File: config.mk
export PLATFORM = sky130hd
export DESIGN_NAME = pinirq_bank
export DESIGN_NICKNAME = d
export VERILOG_FILES = /design/src/rtl/pinirq_pkg.sv /design/src/rtl/pinirq_edge_track.sv /design/src/rtl/pinirq_wr_decode.sv /design/src/rtl/pinirq_port.sv /design/src/rtl/pinirq_bank.sv /design/src/rtl/pinirq_aggregate.sv
export SDC_FILE = /design/constraint.sdc
export NUM_CORES = 1
export LEC_CHECK = 0
export CORE_UTILIZATION = 55
export DETAILED_ROUTE_END_ITERATION = 12
export DONT_BUFFER_PORTS = 1
export GPL_TIMING_DRIVEN = 0
export PLACE_DENSITY = 0.66
export SYNTH_ARGS = -nofsm -noshare
export SYNTH_HDL_FRONTEND = slang
export SYNTH_SLANG_ARGS = --single-unit
File: constraint.sdc
create_clock -name clk -period 1.8 [get_ports clk]
set_clock_uncertainty 0.05 [all_clocks]
set_input_delay 0.36 -clock clk [delete_from_list [all_inputs] [get_ports clk]]
set_output_delay 0.36 -clock clk [all_outputs]
set_load 0.02 [all_outputs]
File: src/rtl/pinirq_pkg.sv
package pinirq_pkg;

  typedef enum logic [1:0] {
    SEL_ENABLE = 2'd0,
    SEL_TYPE   = 2'd1,
    SEL_CLEAR  = 2'd2,
    SEL_RSVD   = 2'd3
  } wr_sel_e;

  // edge-mode trigger: both edges, or the edge picked by polarity
  function automatic logic edge_fire(input logic pol, input logic both,
                                     input logic rise, input logic fall);
    if (both) return rise | fall;
    return pol ? rise : fall;
  endfunction

  // level-mode trigger: input equals the configured level
  function automatic logic level_fire(input logic pol, input logic cur);
    return ~(pol ^ cur);
  endfunction

endpackage

File: src/rtl/pinirq_edge_track.sv
module pinirq_edge_track #(
  parameter int W = 32
) (
  input  logic         clk,
  input  logic         rst_n,
  input  logic [W-1:0] cur,
  output logic [W-1:0] rise,
  output logic [W-1:0] fall
);
  logic [W-1:0] prev_q;

  always_ff @(posedge clk or negedge rst_n) begin
    if (!rst_n) prev_q <= '0;
    else        prev_q <= cur;
  end

  assign rise = cur & ~prev_q;
  assign fall = ~cur & prev_q;
endmodule

File: src/rtl/pinirq_wr_decode.sv
module pinirq_wr_decode #(
  parameter int PORTS  = 4,
  parameter int PORT_W = 2
) (
  input  logic              wr_en,
  input  logic [PORT_W-1:0] wr_port,
  input  logic [1:0]        wr_sel,
  output logic [PORTS-1:0]  en_we,
  output logic [PORTS-1:0]  typ_we,
  output logic [PORTS-1:0]  clr_we
);
  import pinirq_pkg::*;

  for (genvar p = 0; p < PORTS; p++) begin : g_port
    logic hit;
    assign hit       = wr_en && (wr_port == PORT_W'(p));
    assign en_we[p]  = hit && (wr_sel == SEL_ENABLE);
    assign typ_we[p] = hit && (wr_sel == SEL_TYPE);
    assign clr_we[p] = hit && (wr_sel == SEL_CLEAR);
  end
endmodule

File: src/rtl/pinirq_port.sv
module pinirq_port #(
  parameter int PINS   = 8,
  localparam int TYP_W = 3 * PINS
) (
  input  logic             clk,
  input  logic             rst_n,
  input  logic [PINS-1:0]  cur,
  input  logic [PINS-1:0]  rise,
  input  logic [PINS-1:0]  fall,
  input  logic             en_we,
  input  logic             typ_we,
  input  logic             clr_we,
  input  logic [TYP_W-1:0] wr_data,
  output logic [PINS-1:0]  sts,
  output logic [PINS-1:0]  en,
  output logic [PINS-1:0]  edge_mask,
  output logic [PINS-1:0]  clr_vec,
  output logic [PINS-1:0]  edge_hit,
  output logic [PINS-1:0]  lvl_hit
);
  import pinirq_pkg::*;

  logic [PINS-1:0] pol_q, edge_q, both_q, en_q, sts_q, sts_d;

  assign clr_vec = clr_we ? wr_data[PINS-1:0] : '0;

  for (genvar i = 0; i < PINS; i++) begin : g_pin
    assign edge_hit[i] = edge_q[i] & edge_fire(pol_q[i], both_q[i], rise[i], fall[i]);
    assign lvl_hit[i]  = ~edge_q[i] & level_fire(pol_q[i], cur[i]);
    // a new edge outranks a clear in the same cycle
    assign sts_d[i]    = edge_q[i] ? (edge_hit[i] | (sts_q[i] & ~clr_vec[i]))
                                   : lvl_hit[i];
  end

  always_ff @(posedge clk or negedge rst_n) begin
    if (!rst_n) begin
      pol_q  <= '0;
      edge_q <= '0;
      both_q <= '0;
      en_q   <= '0;
      sts_q  <= '0;
    end else begin
      if (typ_we) begin
        pol_q  <= wr_data[PINS-1:0];
        edge_q <= wr_data[2*PINS-1:PINS];
        both_q <= wr_data[3*PINS-1:2*PINS];
      end
      if (en_we) en_q <= wr_data[PINS-1:0];
      sts_q <= sts_d;
    end
  end

  assign sts       = sts_q;
  assign en        = en_q;
  assign edge_mask = edge_q;
endmodule

File: src/rtl/pinirq_bank.sv
module pinirq_bank #(
  parameter int PORTS   = 4,
  parameter int PINS    = 8,
  localparam int NPIN   = PORTS * PINS,
  localparam int PORT_W = (PORTS > 1) ? $clog2(PORTS) : 1,
  localparam int TYP_W  = 3 * PINS
) (
  input  logic              clk,
  input  logic              rst_n,
  input  logic [NPIN-1:0]   pin_in,
  input  logic              wr_en,
  input  logic [PORT_W-1:0] wr_port,
  input  logic [1:0]        wr_sel,
  input  logic [TYP_W-1:0]  wr_data,
  output logic [NPIN-1:0]   status,
  output logic              bank_irq
);
  logic [NPIN-1:0]  rise_w, fall_w;
  logic [PORTS-1:0] en_we, typ_we, clr_we;
  // named internal events for the checker
  logic [NPIN-1:0]  en_flat_w, edge_mask_w, clr_pulse_w, edge_hit_w, lvl_hit_w;

  pinirq_edge_track #(.W(NPIN)) u_track (
    .clk(clk), .rst_n(rst_n), .cur(pin_in), .rise(rise_w), .fall(fall_w)
  );

  pinirq_wr_decode #(.PORTS(PORTS), .PORT_W(PORT_W)) u_dec (
    .wr_en(wr_en), .wr_port(wr_port), .wr_sel(wr_sel),
    .en_we(en_we), .typ_we(typ_we), .clr_we(clr_we)
  );

  for (genvar p = 0; p < PORTS; p++) begin : g_port
    pinirq_port #(.PINS(PINS)) u_port (
      .clk      (clk),
      .rst_n    (rst_n),
      .cur      (pin_in[p*PINS +: PINS]),
      .rise     (rise_w[p*PINS +: PINS]),
      .fall     (fall_w[p*PINS +: PINS]),
      .en_we    (en_we[p]),
      .typ_we   (typ_we[p]),
      .clr_we   (clr_we[p]),
      .wr_data  (wr_data),
      .sts      (status[p*PINS +: PINS]),
      .en       (en_flat_w[p*PINS +: PINS]),
      .edge_mask(edge_mask_w[p*PINS +: PINS]),
      .clr_vec  (clr_pulse_w[p*PINS +: PINS]),
      .edge_hit (edge_hit_w[p*PINS +: PINS]),
      .lvl_hit  (lvl_hit_w[p*PINS +: PINS])
    );
  end

  pinirq_aggregate #(.N(NPIN)) u_agg (
    .sts(status), .en(en_flat_w), .irq(bank_irq)
  );
endmodule

File: src/rtl/pinirq_aggregate.sv
module pinirq_aggregate #(
  parameter int N = 32
) (
  input  logic [N-1:0] sts,
  input  logic [N-1:0] en,
  output logic         irq
);
  assign irq = |(sts & en);
endmodule

==> run metrics <==
post-route antenna net violation count=0; r2r endpoint=g_port[0].u_port.sts[0]; std cell rows=46; die width=131 microns; diode count=0; Syn Nets=857; clock latency on the worst-skew pair=0.43 ns; worst slew pin tran=0.675 ns; slowest CP cell=or4_4; largest delay contributor family on the critical path=simple AND/OR/NAND/NOR gates; clock power share=0.302; vias in the first global route=6142; Final Setup Violations=1; Worst-path clk slew=0.07 ns; r2r setup slk=0.43 ns; vias per cell=5.69; Post-Layout Cell Count=1014; Worst Slack Setup Final=-0.482 ns; HP Class=in -> async; fillers=1187; Top Ports=96; Period Utilization, post-route=1.27; worst-case reg-to-reg path depth=5; DP Worst Slack=-1.01 ns; failing checks=hold timing, setup timing; RR Startpoint=u_track.prev_q[0]; # port buffers=0; Setup crit start=g_port[0].u_port.sts[5]; Tot GR Track Use=0.268; Crit. End Element=output port; Max IR drop VDD=0.000719 V; gr ovfl total=0; Std-Cell Core Area=16100 sq um; Syn Inst Count=730; Final Instance Area=around 10000 sq um; Flop pwr share=0.535; Area Growth Syn to Fin=14.2%; Root Buffer=clkbuf_16; Hold WS=-0.421 ns; post-DP HPWL=roughly 14 mm; design internal power=0.00864 W; area occupied by multi-input gates=4080 sq um; layout cells sized above 1=0.299; max_cap viols=0; DIE AREA=17100 sq um; Final Slew Violations=0; slew margin rel.=0.550; crit-path cells=a22oi_2, nand4_1, or4_4; CTS tree=yes; Fmax=between 0.4 and 0.5 GHz; power per cell area=between 1000 and 1500 nW/um^2; final hold violation count=about 190; top sig layer=met4; sw frac=0.295; met3 WL=~1.2 mm; Sw Pwr=0.00361 W; largest net degree at the start of global routing=193; overall routed net length=21.4 mm; initial antenna violation count=0; met2 wire length=10.6 mm; CTS max path bufs=2; Met1 Routed Length=9.18 mm; nets@finish=912; Comb power frac=0.164; Pre-antenna DRT Iters=4; final worst path period need=2.28 ns; CP bufs+invs=0; CTS buffer count=17; synthesized flop and latch total=about 190; unrepaired setup endpoints after global routing=true; TritonCTS Sinks=approximately 190; Placed Cells=~950; WP data arrival=1.87 ns; CP peak stage delay=roughly 0.60 ns; DR DRC count=0; warnings from Yosys=0; Die Y=131 microns; register area share after synthesis=0.526; register area=just under 5000 sq um; Routed WL per cell=roughly 21 microns; Setup crit start kind=flip-flop; Synth Area per Inst=about 13 sq um; post-synth cell types=22; Iter 0 DRT Violations=372; H-tree Lvls=4; Max FO, Critical Path=3; first-pass GRT wire length=33.1 mm; crit path kind=reg -> out; CP required=about 1.4 ns; via count=5765; Final Wtd Congestion=0.808; Cell Area, Placed=around 9400 sq um; LEAKAGE=4.79 nW; Starting Density=0.569; Post-Syn Area=approximately 9100 sq um; status=finished with violations; cts hold-fix bufs=32; Setup TNS Final=-0.482 ns
[worst max path at each step]
stage	to	slack, ns	cells past startpoint
6_report	bank_irq	-0.48	3
5_1_grt	bank_irq	-0.52	3
4_1_cts	bank_irq	-0.49	3
3_5_place_dp	g_port[1].u_port.both_q[1]	-1.01	4
3_3_place_gp	g_port[1].u_port.both_q[4]	-0.99	4
2_1_floorplan	g_port[0].u_port.both_q[0]	-0.02	6
[flip-flops by register name (all words and copies together), names as in the netlist]
name / cells
g_port.u_port.pol_q: 32
g_port.u_port.both_q: 32
g_port.u_port.en: 32
u_track.prev_q: 32
g_port.u_port.sts: 32
g_port.u_port.edge_mask: 32
[worst reg2reg max path, cell delays in order, from the launching register on]
cell and delay, ns:
dfrtp_1 0.36, inv_1 0.05, ha_1 0.17, mux2_2 0.26, o21ai_0 0.24, a31oi_1 0.12
[cell type report]
class / instances / area share
sequential: 192 / 0.463
multi-input combinational: 458 / 0.390
clock buffer: 21 / 0.0431
timing repair buffer: 36 / 0.0336
tap: 216 / 0.0259
inverter: 64 / 0.0230
clock inverter: 11 / 0.0110
buffer: 16 / 0.0102
[through the flow]
stage,util,total power (W)
global placement,0.587,0.00831
CTS,0.650,0.0123
detailed placement,0.587,0.00846
finish,0.650,0.0123
global route,0.650,0.0128
floorplan,-,0.00781
[cells in the mapped netlist, drive strengths merged]
cell | number | area share
nor2 | 35 | 0.014
buf | 11 | 0.0074
nand2 | 32 | 0.013
clkbuf | 5 | 0.0021
ha | 64 | 0.088
nand3 | 1 | 0.00055
nand2b | 1 | 0.00068
a31oi | 32 | 0.022
xnor2 | 32 | 0.031
mux2 | 160 | 0.21
or2 | 1 | 0.00068
nand4 | 4 | 0.0027
or4 | 1 | 0.00082
o21ai | 64 | 0.035
or3 | 4 | 0.0027
or3b | 1 | 0.00096
dfrtp | 192 | 0.53
nand3b | 10 | 0.0082
a22oi | 16 | 0.013
inv | 64 | 0.026
[power by group through the flow]
stage	clock, W	sequential, W	combinational (W)
2_1_floorplan	0	0.00620	0.00161
3_3_place_gp	0	0.00650	0.00181
3_5_place_dp	0	0.00656	0.00191
4_1_cts	0.00374	0.00654	0.00202
5_1_grt	0.00392	0.00668	0.00224
6_report	0.00370	0.00655	0.00200
[per-layer routing]
metal	track usage	up-vias
met3	0.0717	28
met1	0.345	2965
met2	0.444	126
met4	0.0784	0
li1	-	2646
met5	0	-
[kinds of logic (layout without fill, tap and decap cells)]
family                     Yosys count  after routing  share of synthesized area
AOI/OAI and AO/OA                  112            112                     0.0701
xor gates and xnor gates            32             32                     0.0307
adders and majority gates           64             64                     0.0876
buffers and inverters               80            148                     0.0357
DFF                                192            192                      0.526
muxes                              160            160                      0.205
and+or+nand+nor                     90             90                     0.0449
[repair_timing]
| action | CTS | global route |
|---|---|---|
| cloned | 0 | 0 |
| hold endpoints to repair | 224 | 192 |
| resized for setup | 34 | 4 |
| setup endpoints to repair | 73 | 1 |
| buffers inserted | 4 | 0 |
| pin swaps | 3 | 1 |
[placed cells by master, fill, tap and decap left out, types with 6 or more instances in the layout]
cell | Yosys | final
xnor2_1 | 32 | 32
o21ai_0 | 64 | 64
mux2_4 | 20 | 20
buf_2 | 9 | 7
dfrtp_1 | 192 | 169
nor2_1 | 35 | 32
nand2_1 | 32 | 32
a22oi_1 | 16 | 9
mux2_2 | 140 | 140
clkinv_2 | 0 | 6
clkbuf_16 | 0 | 17
dfrtp_2 | 0 | 23
ha_1 | 64 | 64
dlygate4sd3_1 | 0 | 32
a22oi_2 | 0 | 7
clkbuf_1 | 5 | 8
inv_1 | 64 | 64
nand3b_1 | 10 | 10
a31oi_1 | 32 | 32
Note: power is estimated with default switching activity, not from simulation.
